## src/rtl/sysopt_pkg.sv

```systemverilog
package sysopt_pkg;
  localparam int REG_W = 8;
  localparam logic [REG_W-1:0] FREE_MASK  = 8'hC8;
  localparam logic [REG_W-1:0] PROT_MASK  = 8'h33;
  localparam logic [REG_W-1:0] RESET_VAL  = 8'h10;

  localparam int BIT_CONV  = 7;
  localparam int BIT_CSEL  = 6;
  localparam int BIT_IRQ   = 5;
  localparam int BIT_OSC   = 4;
  localparam int BIT_MON   = 3;

  typedef struct packed {
    logic wrFree;
    logic wrProt;
  } wrStrobe_t;
endpackage

```

## src/rtl/sysopt_ctrl.sv

```systemverilog
module sysopt_ctrl
  import sysopt_pkg::*;
#(
  parameter int ADDR_W   = 8,
  parameter logic [ADDR_W-1:0] REG_ADDR = 8'h39,
  parameter int WINDOW   = 64
) (
  input  logic              clk,
  input  logic              rstN,
  input  logic              specialMode,
  input  logic [ADDR_W-1:0] busAddr,
  input  logic              busWrEn,
  output logic              addrHit,
  output wrStrobe_t         stb
);
  localparam int CNT_W = $clog2(WINDOW + 1);
  localparam logic [CNT_W-1:0] WIN_C = CNT_W'(WINDOW);

  logic [CNT_W-1:0] cycleCnt;
  logic             windowOpen;
  logic             usedOnce;
  logic             wrHit;

  assign addrHit    = (busAddr == REG_ADDR);
  assign wrHit      = busWrEn && addrHit;
  assign windowOpen = (cycleCnt < WIN_C);

  always_ff @(posedge clk or negedge rstN) begin
    if (!rstN) begin
      cycleCnt <= '0;
    end else if (windowOpen) begin
      cycleCnt <= cycleCnt + 1'b1;
    end
  end

  always_ff @(posedge clk or negedge rstN) begin
    if (!rstN) begin
      usedOnce <= 1'b0;
    end else if (wrHit && !specialMode && windowOpen) begin
      usedOnce <= 1'b1;
    end
  end

  always_comb begin
    stb.wrFree = wrHit;
    stb.wrProt = wrHit && (specialMode || (windowOpen && !usedOnce));
  end

  p_cnt_sat_r4: assert property (@(posedge clk) disable iff (!rstN)
    cycleCnt <= WIN_C);
  p_cnt_hold_r5: assert property (@(posedge clk) disable iff (!rstN)
    (cycleCnt == WIN_C) |=> (cycleCnt == WIN_C));
  p_window_closed_r5: assert property (@(posedge clk) disable iff (!rstN)
    (!specialMode && (cycleCnt == WIN_C)) |-> !stb.wrProt);
  p_single_write_r6: assert property (@(posedge clk) disable iff (!rstN)
    (!specialMode && usedOnce) |-> !stb.wrProt);
  p_special_open_r7: assert property (@(posedge clk) disable iff (!rstN)
    (specialMode && busWrEn && addrHit) |-> stb.wrProt);
endmodule

```

## src/rtl/sysopt_dp.sv

```systemverilog
module sysopt_dp
  import sysopt_pkg::*;
(
  input  logic             clk,
  input  logic             rstN,
  input  wrStrobe_t        stb,
  input  logic [REG_W-1:0] wrData,
  output logic [REG_W-1:0] regVal
);
  for (genvar i = 0; i < REG_W; i++) begin : g_bit
    if (FREE_MASK[i]) begin : g_free
      always_ff @(posedge clk or negedge rstN) begin
        if (!rstN)           regVal[i] <= RESET_VAL[i];
        else if (stb.wrFree) regVal[i] <= wrData[i];
      end
    end else if (PROT_MASK[i]) begin : g_prot
      always_ff @(posedge clk or negedge rstN) begin
        if (!rstN)           regVal[i] <= RESET_VAL[i];
        else if (stb.wrProt) regVal[i] <= wrData[i];
      end
    end else begin : g_none
      assign regVal[i] = 1'b0;
    end
  end

  p_prot_stable_r6: assert property (@(posedge clk) disable iff (!rstN)
    !stb.wrProt |=> $stable(regVal & PROT_MASK));
  p_free_follow_r3: assert property (@(posedge clk) disable iff (!rstN)
    stb.wrFree |=> ((regVal & FREE_MASK) == ($past(wrData) & FREE_MASK)));
endmodule

```

## src/rtl/sysopt_reg.sv

```systemverilog
module sysopt_reg #(
  parameter int ADDR_W = 8,
  parameter logic [ADDR_W-1:0] REG_ADDR = 8'h39,
  parameter int WINDOW = 64
) (
  input  logic              clk,
  input  logic              rstN,
  input  logic              specialMode,
  input  logic [ADDR_W-1:0] busAddr,
  input  logic              busWrEn,
  input  logic [7:0]        busWrData,
  output logic [7:0]        busRdData,
  output logic              convPowerUp,
  output logic              clkSelect,
  output logic              irqEdgeMode,
  output logic              oscDelayEn,
  output logic              clkMonEn,
  output logic [1:0]        wdRate
);
  import sysopt_pkg::*;

  wrStrobe_t        stb;
  logic             addrHit;
  logic [REG_W-1:0] regVal;

  sysopt_ctrl #(.ADDR_W(ADDR_W), .REG_ADDR(REG_ADDR), .WINDOW(WINDOW)) u_ctrl (
    .clk(clk), .rstN(rstN), .specialMode(specialMode),
    .busAddr(busAddr), .busWrEn(busWrEn), .addrHit(addrHit), .stb(stb)
  );

  sysopt_dp u_dp (
    .clk(clk), .rstN(rstN), .stb(stb), .wrData(busWrData), .regVal(regVal)
  );

  assign busRdData   = addrHit ? regVal : '0;
  assign convPowerUp = regVal[BIT_CONV];
  assign clkSelect   = regVal[BIT_CSEL];
  assign irqEdgeMode = regVal[BIT_IRQ];
  assign oscDelayEn  = regVal[BIT_OSC];
  assign clkMonEn    = regVal[BIT_MON];
  assign wdRate      = regVal[1:0];

  p_foreign_write_r11: assert property (@(posedge clk) disable iff (!rstN)
    (busWrEn && (busAddr != REG_ADDR)) |=> $stable(regVal));
endmodule

```

## config.mk

```make
export PLATFORM = sky130hd
export DESIGN_NAME = sysopt_reg
export DESIGN_NICKNAME = d
export VERILOG_FILES = /design/src/rtl/sysopt_pkg.sv /design/src/rtl/sysopt_ctrl.sv /design/src/rtl/sysopt_dp.sv /design/src/rtl/sysopt_reg.sv
export SDC_FILE = /design/constraint.sdc
export NUM_CORES = 1
export LEC_CHECK = 0
export ABC_AREA = 1
export BUFFER_PORTS_ARGS = -buffer_cell sky130_fd_sc_hd__clkbuf_2
export CORE_MARGIN = 2
export CORE_UTILIZATION = 49
export DETAILED_ROUTE_END_ITERATION = 10
export GPL_TIMING_DRIVEN = 0
export PLACE_DENSITY = 0.85
export SLEW_MARGIN = 20
export SYNTH_ARGS = -nofsm -noshare
export SYNTH_HDL_FRONTEND = slang
export SYNTH_SLANG_ARGS = --single-unit
```

## constraint.sdc

```tcl
create_clock -name clk -period 2.7 [get_ports clk]
set_input_delay 0.27 -clock clk [delete_from_list [all_inputs] [get_ports clk]]
set_output_delay 0.27 -clock clk [all_outputs]
set_load 0.01 [all_outputs]
```

==> flow_summary.json <==
{
  "outcome": "finished clean",
  "dr.pass1.iters": 4,
  "hp-start": "busWrData[6]",
  "ios": 35,
  "wl_per_cell_microns": 10.4,
  "power_density_nw_per_um2": 397,
  "cts_max_path_buffers": 2,
  "cts_root_buf": "clkbuf_4",
  "ctsResizeCount": 0,
  "rrSetupSlack_ns": 1.58,
  "place_congestion": 0.826,
  "grt_pass1_vias": 695,
  "cpPeakStageDelay_ns": 0.55,
  "critPathKind": "flip-flop to output port",
  "die_h_microns": 44.6,
  "fmax_ghz": 0.731,
  "rows": 14,
  "area_growth_pct": 26.8,
  "die_w_microns": 44.6,
  "nNetsFinal": 160,
  "fin_ws_ns": 1.33,
  "holdWs_ns": 0.184,
  "start_util_pct": 53.0,
  "synthCells": 101,
  "synthDistinctLibCells": 21,
  "slowest_stage": "dfstp_2",
  "fin_skew_ns": 0.00501,
  "vias": 726,
  "wirelength_mm": 1.61,
  "cts_tree": "done",
  "pre_cts_ws_ns": 1.43,
  "power_leakage_nw": 0.609,
  "start_kind": "flip-flop",
  "cts_sinks": 15,
  "core_sq_um": 1520,
  "yosysWarnings": 0,
  "setup_viol": 0,
  "first_iter_violations": 14,
  "drive_gt1_share_pct": 34.8,
  "hold_viol_final": 0,
  "die_area_sq_um": 1990,
  "grt_pass1_wl_mm": 2.64,
  "vdd_drop_max_uv": 383,
  "finalInstanceArea_sq_um": 1020,
  "drtAntennaViolNets": 0,
  "reg2reg_depth": 5,
  "hold_path_depth": 3,
  "postPlaceCellArea_sq_um": 988,
  "cts_made_buffers": 3,
  "io_buffers": 32,
  "antenna_found_initial": 0,
  "rsz0062_at_grt": "no",
  "hold_end": "u_dp.regVal[6]",
  "clk_pin_slew_ns": 0.08,
  "rr_endpoint": "u_ctrl.cycleCnt[5]",
  "via_per_inst": 4.71,
  "htree_num_levels": 1,
  "n_antenna_cell": 0,
  "synth-seq-area-share_pct": 46.6,
  "maxCapViolations": 0,
  "syn_nets": 122,
  "total_power_mw": 0.407,
  "hold_class": "primary input to flip-flop",
  "final.setup.tns_ns": 0,
  "fin_crit_sh_pct": 50.7,
  "r2r-start": "u_ctrl.cycleCnt[6]",
  "drc_errors": 0,
  "period_minus_slack_ns": 1.37,
  "avgSynthCellArea_sq_um": 8.00,
  "cp.required_ns": 2.43,
  "overflow": 0,
  "crit_path_cell_trace": "inv_1, nor2_1, clkbuf_2",
  "grt_usage_pct": 18.5,
  "path_max_fanout": 3,
  "crit_path_end_kind": "output port",
  "clkLatencyLatePin_ns": 0.28,
  "drv_slew": 0,
  "worstPathArrival_ns": 1.10,
  "grt_start_max_net_pins": 16,
  "dpl.hpwl_mm": 1.33,
  "syn_area_sq_um": 808,
  "synth-seq-cells": 15
}
[per-stage QoR]
step                util (%)  std cells
finish                  67.2        154
global route            67.2        154
CTS                     67.2        154
detailed placement      64.9        149
global placement        64.9        149
floorplan                  -        101
[metal layers]
| metal | routed length [microns] | global-route usage (%) |
|---|---|---|
| met1 | 673 | 19.5 |
| met5 | 0 | 0 |
| met4 | 39 | 12.1 |
| met2 | 791 | 33.3 |
| met3 | 103 | 2.86 |
[layout by cell type, fill, tap and decap left out]
cell            n
buf_4           1
o21ai_2         1
nand4_1         5
nand2_2         1
clkbuf_1        1
nor2_1         10
xor2_1          4
nor2_4          2
nand4_2         1
clkbuf_2       32
conb_1          1
nand2_4         1
o21bai_2        1
clkbuf_4        3
nand3_1         1
o31ai_1         1
nor2_2          3
nand2_1        31
xnor2_1         1
dfstp_2         1
inv_1          19
inv_2           1
dfrtp_1        14
dlygate4sd3_1   1
ha_1            1
[critical path, delay by kind of cell, from the launching register on]
family | cells | cell delay, ns
flip-flops | 1 | 0.55
AND/OR/NAND/NOR | 1 | 0.09
buffers and inverters | 2 | 0.18
[where the power goes]
part	internal, mW	total, mW	switching, mW
Combinational	0.0211	0.0478	0.0267
Sequential	0.231	0.235	0.00437
Clock	0.0573	0.124	0.0665
Total	0.309	0.407	0.0976
[timing repair]
action	CTS	global route
endpoints found under the hold margin	14	0
hold buffers	1	0
buffers inserted	0	0
[cells in the mapped netlist (all sizes together)]
cell / n / share of area, %
dfrtp: 14 / 43
ha: 1 / 1.5
xnor2: 1 / 1.1
inv: 20 / 9.3
dfstp: 1 / 3.3
nor2: 15 / 9.8
conb: 1 / 0.46
o21ai: 1 / 1.1
o21bai: 1 / 1.4
buf: 1 / 0.93
xor2: 4 / 4.3
nand2: 33 / 17
nand4: 6 / 5.4
nand3: 1 / 0.62
o31ai: 1 / 0.93
[layout make-up]
type / instances / area [sq um]
fill: 137 / 499
sequential: 15 / 377
multi-input combinational: 65 / 349
timing repair buffer: 33 / 170
inverter: 20 / 75.1
clock buffer: 4 / 26.3
tap: 16 / 20.0
buffer: 1 / 7.51
[worst max path at each step]
stage,to,startpoint,slack [ns],cells past startpoint
CTS,busRdData[4],u_dp.regVal[4],1.33,3
detailed placement,busRdData[7],busAddr[7],1.43,7
floorplan,busRdData[0],busAddr[6],1.64,5
global placement,busRdData[7],busAddr[6],1.46,7
finish,busRdData[4],u_dp.regVal[4],1.33,3
global route,busRdData[4],u_dp.regVal[4],1.31,3
[registers in the layout, summed over array words and instances, names as in the netlist]
register and count:
u_ctrl.cycleCnt 7, u_ctrl.usedOnce 1, u_dp.regVal 7
[cell families (layout without fill, tap and decap cells)]
family | count (synthesis) | count (layout) | synth area share [%]
XOR/XNOR | 5 | 5 | 5.42
other | 1 | 1 | 0.464
AND/OR/NAND/NOR | 55 | 55 | 32.4
flip-flops | 15 | 15 | 46.6
AO/OA/AOI/OAI | 3 | 3 | 3.41
buffers and inverters | 21 | 58 | 10.2
adder cells (fa/ha/maj) | 1 | 1 | 1.55
Note: power is estimated with default switching activity, not from simulation.
